## config.mk

```make
export PLATFORM = sky130hd
export DESIGN_NAME = mbx_irq_ctrl
export DESIGN_NICKNAME = d
export VERILOG_FILES = /design/src/rtl/mbx_pkg.sv /design/src/rtl/mbx_port_decode.sv /design/src/rtl/mbx_flag_cell.sv /design/src/rtl/mbx_irq_ctrl.sv
export SDC_FILE = /design/constraint.sdc
export NUM_CORES = 1
export LEC_CHECK = 0
export ABC_AREA = 1
export BUFFER_PORTS_ARGS = -buffer_cell sky130_fd_sc_hd__buf_2
export CORE_AREA = 2 2 39 41
export DETAILED_ROUTE_END_ITERATION = 16
export DIE_AREA = 0 0 41 43
export GPL_TIMING_DRIVEN = 0
export PLACE_DENSITY = 0.51
export SYNTH_ARGS = -nofsm -noshare
export SYNTH_HDL_FRONTEND = slang
export SYNTH_SLANG_ARGS = --single-unit
export TNS_END_PERCENT = 100
```

## constraint.sdc

```tcl
create_clock -name clk -period 0.8 [get_ports clk]
set_input_delay 0.16 -clock clk [delete_from_list [all_inputs] [get_ports clk]]
set_output_delay 0.16 -clock clk [all_outputs]
set_load 0.005 [all_outputs]
```

## src/rtl/mbx_pkg.sv

```systemverilog
package mbx_pkg;

    // Access controls of one side, all active high
    typedef struct packed {
        logic sel;
        logic rd_en;
        logic wr_en;
        logic inhibit;
    } port_ctl_t;

    // Decoded mailbox events of one side
    typedef struct packed {
        logic post;   // accepted write into the peer's mailbox
        logic ack;    // accepted access to the own mailbox
    } mbx_evt_t;

    // Register state of one pending flag
    typedef struct packed {
        logic pend;
    } flag_state_t;

    localparam int unsigned NUM_SIDES = 2;
    localparam int unsigned SIDE_L    = 0;
    localparam int unsigned SIDE_R    = 1;

endpackage

```

## src/rtl/mbx_port_decode.sv

```systemverilog
module mbx_port_decode
    import mbx_pkg::*;
#(
    parameter int unsigned ADDR_W   = 11,
    parameter logic [ADDR_W-1:0] OWN_BOX  = '1,
    parameter logic [ADDR_W-1:0] PEER_BOX = '0
) (
    input  port_ctl_t         ctl,
    input  logic [ADDR_W-1:0] addr,
    output mbx_evt_t          evt
);

    logic hit_own;
    logic hit_peer;
    logic granted;

    always_comb begin
        hit_own  = (addr == OWN_BOX);
        hit_peer = (addr == PEER_BOX);
        granted  = ctl.sel && !ctl.inhibit;
        evt.post = granted && ctl.wr_en && hit_peer;
        evt.ack  = granted && ctl.rd_en && hit_own;
    end

endmodule

```

## src/rtl/mbx_flag_cell.sv

```systemverilog
module mbx_flag_cell
    import mbx_pkg::*;
(
    input  logic clk,
    input  logic rst_n,
    input  logic enable,
    input  logic set_evt,
    input  logic clr_evt,
    output logic pend
);

    flag_state_t state_d;
    flag_state_t state_q;

    always_comb begin
        state_d = state_q;
        if (!enable) begin
            state_d.pend = 1'b0;
        end else if (set_evt) begin
            // a fresh message wins over a simultaneous acknowledge
            state_d.pend = 1'b1;
        end else if (clr_evt) begin
            state_d.pend = 1'b0;
        end
    end

    always_ff @(posedge clk or negedge rst_n) begin
        if (!rst_n) begin
            state_q <= '0;
        end else begin
            state_q <= state_d;
        end
    end

    assign pend = state_q.pend;

endmodule

```

## src/rtl/mbx_irq_ctrl.sv

```systemverilog
module mbx_irq_ctrl
    import mbx_pkg::*;
#(
    parameter int unsigned ADDR_W = 11
) (
    input  logic              clk,
    input  logic              rst_n,
    input  logic              mbx_en,
    input  logic              l_sel,
    input  logic              l_rd_en,
    input  logic              l_wr_en,
    input  logic              l_inhibit,
    input  logic [ADDR_W-1:0] l_addr,
    input  logic              r_sel,
    input  logic              r_rd_en,
    input  logic              r_wr_en,
    input  logic              r_inhibit,
    input  logic [ADDR_W-1:0] r_addr,
    output logic              l_irq_n,
    output logic              r_irq_n
);

    localparam logic [ADDR_W-1:0] TOP_WORD = '1;
    localparam logic [ADDR_W-1:0] L_BOX    = TOP_WORD - 1'b1;
    localparam logic [ADDR_W-1:0] R_BOX    = TOP_WORD;

    port_ctl_t         ctl  [NUM_SIDES];
    logic [ADDR_W-1:0] addr [NUM_SIDES];
    mbx_evt_t          evt  [NUM_SIDES];
    logic              pend [NUM_SIDES];

    always_comb begin
        ctl[SIDE_L]  = '{sel: l_sel, rd_en: l_rd_en, wr_en: l_wr_en, inhibit: l_inhibit};
        ctl[SIDE_R]  = '{sel: r_sel, rd_en: r_rd_en, wr_en: r_wr_en, inhibit: r_inhibit};
        addr[SIDE_L] = l_addr;
        addr[SIDE_R] = r_addr;
    end

    for (genvar i = 0; i < NUM_SIDES; i++) begin : g_side
        localparam logic [ADDR_W-1:0] OWN  = (i == SIDE_L) ? L_BOX : R_BOX;
        localparam logic [ADDR_W-1:0] PEER = (i == SIDE_L) ? R_BOX : L_BOX;
        localparam int unsigned       OTHER = NUM_SIDES - 1 - i;

        mbx_port_decode #(
            .ADDR_W  (ADDR_W),
            .OWN_BOX (OWN),
            .PEER_BOX(PEER)
        ) u_dec (
            .ctl (ctl[i]),
            .addr(addr[i]),
            .evt (evt[i])
        );

        // flag toward side i: raised by the other side, dropped by side i
        mbx_flag_cell u_flag (
            .clk    (clk),
            .rst_n  (rst_n),
            .enable (mbx_en),
            .set_evt(evt[OTHER].post),
            .clr_evt(evt[i].ack),
            .pend   (pend[i])
        );
    end

    assign l_irq_n = ~pend[SIDE_L];
    assign r_irq_n = ~pend[SIDE_R];

endmodule

```

; After elaboration in Yosys (flattened, before gate mapping)
; Index checks and enable logic that the tools add are counted.
[word_totals]
reg_bits = 2
elab_cells = 28
latchBits = 0
out_inout_bits = 2
ram_bits = 0
rom_bits = 0
in_bits = 33
mem_count = 0
[op_classes]
magnitude_cmp = 0
n_addsub = 0
shift = 0
reduce_logical = 12
div = 0
muxes = 6
bitwise_logic = 2
eq_ne = 6
n_mul = 0
[op_table]
columns = operator, count
row1 = "equality test 11 bit, second input constant", 4
row2 = logical AND 1 bit, 10
row3 = two-way mux 1 bit, 6
row4 = "inequality test 3 x 1 -> 1 bit, second input constant", 2
row5 = logical NOT 1 bit, 2
row6 = inverter 1 bit, 2

; Depth between registers and ports, before layout
[logic_depth]
depth_word = 7
ltp_mapped = 7
mapped_depth_nobuf = 7

; Modules after synthesis
; Synthesis repeated with hierarchy kept, for this count alone.
[unflattened]
hier_cells = 56
hier_area_um2 = 267.8
[by_module_without_submodules]
columns = mod, n_inst, area_each_um2, seq_area_each_um2, cells_each
row1 = mbx_port_decode, 2, 81.3, 0.0, 21
row2 = mbx_flag_cell, 2, 48.8, 25.0, 6
row3 = mbx_irq_ctrl, 1, 7.5, 0.0, 2

; Worst setup path before layout
; Ideal clock, no wire load.
[synth_path]
path_kind = in2reg
start = input port r_sel
end = register g_side[1].u_flag.state_q
setup_time_ns = 0.120
arrival_ns = 0.522
slack_ns = 0.158
required_ns = 0.680
n_path_buf = 0
path_stages = 7
path_cell_list = inv_1 > nor2_1 > nand2_1 > nor2_1 > nand2_1 > nand2_1 > a21oi_1
[synth_between]
elab_chain_cells = 4
[synth_rtl]
columns = element, line
row1 = start: declaration, mbx_irq_ctrl.sv:14  ; input logic r_sel,
row2 = logical AND 1 bit, mbx_port_decode.sv:20  ; granted = ctl.sel && !ctl.inhibit;
row3 = logical AND 1 bit (2 in a row), mbx_port_decode.sv:22  ; evt.ack = granted && ctl.rd_en && hit_own;
row4 = inequality test 3 x 1 -> 1 bit (no line), n/a
row5 = end signal: assignment, mbx_flag_cell.sv:31  ; state_q <= state_d;
row6 = end: declaration, mbx_flag_cell.sv:13  ; flag_state_t state_q;
; Every way passes these cells.
; A chain may end at the register's enable or synchronous reset.

; Worst setup path after layout
[layout_path]
start = register g_side[1].u_flag.state_q
end = output port r_irq_n
[layout_between]
elab_chain_cells = 1
[layout_rtl]
columns = element, line
row1 = inverter 1 bit, mbx_irq_ctrl.sv:66  ; assign r_irq_n = ~pend[SIDE_R];
row2 = end: declaration, mbx_irq_ctrl.sv:20  ; output logic r_irq_n
; Every way passes these cells.

==> impl_results.md <==
- Met1 WL: 256 um
- H-tree depth: 1
- PD cells: 905 nW/um^2
- Full die area: 1760 um^2
- Startpoint Class: register
- Area Overhead vs Synth: 99.0%
- Final Instance Area: 478 um^2
- Worst hold path class: in -> reg
- RSZ-0062 raised after global routing: true
- Die width: 41 um
- Max stage delay on crit path: 0.36 ns
- Worst-Skew Late Latency: 0.22 ns
- Critical Path End Type: primary output
- Final wirelength: 642 um
- I/O Pins: 35
- Post-DRT Antenna Nets: 0
- Status: complete, but fails checks
- Max reg flops: 2
- Vias/cell: 3.71
- Top cells by area, synth: inv_1 23%, nand2_1 23%, dfrtp_1 21%, nand3_1 13%, nor2_1 7.8%
- Post-Syn Area: 240 um^2
- DR iter-0 viols: 0
- Sequential-to-total area share from yosys stat: 0.208
- Initial core utilization: 0.174
- Row cnt: 14
- Total power: 0.433 mW
- Vias in the first global route: 324
- Post-CTS sizing: 0
- TritonCTS Buffers: 3
- Average cell area after synthesis: 5.00 um^2
- Yosys reg bits: 2
- EDFF count, synth: 0
- Clock transition at path regs: 0.03 ns
- Final Setup Violations: 2
- CTS tree: built
- DR pass1 iterations: 1
- ANT cells: 0
- Max frequency: 1.12 GHz
- CP Cell Sequence: inv_1 > buf_2
- Dpl cell area: 430 um^2
- Crit-path max FO: 2
- Detail Placement HPWL: 569 um
- Synth Instances: 48
- Data arrival, critical path: 0.73 ns
- Failing checks: negative setup slack
- Max Cap Viol: 0
- DP Worst Slack: 0.00225 ns
- Async SR Flop Fraction: 1.00
- Count of final max-slew check failures: 0
- Critical path's slowest cell: dfrtp_1
- Synth cell count leaders: 15 x inv_1, 15 x nand2_1, 6 x nand3_1
- Syn nets: 81
- Core Box Area: 1380 um^2
- Worst slew pin tran: 0.103 ns
- GR Overflow Total: 0
- Synth warnings: 0
- LEAKAGE: 0.321 nW
- Leading area contributor after synthesis: inv_1
- RePlAce Congestion: 0.557
- WL met3: 62 um
- Final period util: 1.11
- CTS max path bufs: 2
- Synth Flop Type: dfrtp_1
- Residual DRC count: 0
- Initial antenna violation count: 0
- Final Hold Fails: 0
- Nets: 123
- Post-synth top area share: 0.234
- First-pass GRT wire length: 1030 um
- Worst VDD drop: 0.275 mV
- Root buffer cell: clkbuf_4
- Yosys cell types: 8
- Largest net degree at the start of global routing: 3
- WL/cell: 6.17 um
- Highest routed layer: met3
- Clock Skews: 0 ns
- Post-route setup slack: -0.0914 ns
- Slew Limit Headroom: 0.932
- Kind of critical path: reg -> out
- Layout cells sized above 1: 0.466
- CTS Sinks: 2
- Post-layout min period: 0.891 ns
- Die height: 43 um
- Worst Hold Slack: 0.187 ns
- Number of port buffers: 34
- CP Data Required Time: 0.64 ns
- Met2 WL post-DR: 322 um
- Via count: 386
- Total Routing Usage GR: 0.0852
## stage by stage
| stage | cells | util | TNS (ns) |
|---|---|---|---|
| CTS | 104 | 0.345 | -0.193 |
| global placement | 98 | 0.311 | 0 |
| floorplan | 48 | - | 0 |
| detailed placement | 98 | 0.311 | 0 |
| finish | 104 | 0.345 | -0.174 |
| global route | 104 | 0.345 | -0.236 |
## worst paths after layout
check,from,endpoint,slack (ns),depth (start not counted)
worst max-delay path,g_side[1].u_flag.pend$_DFFE_PN0P_,r_irq_n,-0.09,2
worst min-delay path,mbx_en,g_side[0].u_flag.pend$_DFFE_PN0P_,0.19,3
worst max register to register,g_side[0].u_flag.pend$_DFFE_PN0P_,g_side[0].u_flag.pend$_DFFE_PN0P_,0.08,3
worst min register to register,g_side[0].u_flag.pend$_DFFE_PN0P_,g_side[0].u_flag.pend$_DFFE_PN0P_,0.63,3
max in group asynchronous,rst_n,g_side[1].u_flag.pend$_DFFE_PN0P_,0.44,2
min in group asynchronous,rst_n,g_side[0].u_flag.pend$_DFFE_PN0P_,0.26,2
## worst max-delay path, delay by kind of cell, from the launching register on
family / cells / cell delay (ns)
DFF: 1 / 0.36
buffers and inverters: 2 / 0.15
## cells in the final DEF, fill, tap and decap left out, drive strengths merged
| cell type | instances |
|---|---|
| a21oi | 2 |
| dlygate4sd3 | 1 |
| dfrtp | 2 |
| inv | 15 |
| nor2 | 7 |
| clkbuf | 3 |
| buf | 36 |
| and3 | 1 |
| nand2 | 15 |
| nand3 | 6 |
## per-layer routing
metal	GRT usage	up-vias
li1	-	218
met3	0	0
met2	0.141	19
met4	0.0800	0
met5	0	-
met1	0.0895	149
## logic make-up after synthesis
| group | synth area share |
|---|---|
| DFF | 0.208 |
| buffers and inverters | 0.234 |
| and+or+nand+nor | 0.516 |
| AOI/OAI and AO/OA | 0.0417 |
## cell type report
type / instances / area (um^2)
well taps: 16 / 20.0
multi-input cells: 31 / 134
flip-flops and latches: 2 / 50.0
repair buffers: 37 / 195
fillers: 165 / 906
inverters: 15 / 56.3
clock buffers: 3 / 22.5
## power breakdown
group	switching, mW	internal, mW	leakage [nW]
Clock	0.0526	0.165	0.0138
Combinational	0.0414	0.0717	0.279
Sequential	0.00000453	0.102	0.0280
## what timing repair did
action,CTS,global route
hold endpoints to repair,2,0
cloned,0,0
endpoints found under the setup margin,2,2
buffers inserted,2,0
hold buffers,1,0
Note: power is estimated with default switching activity, not from simulation.
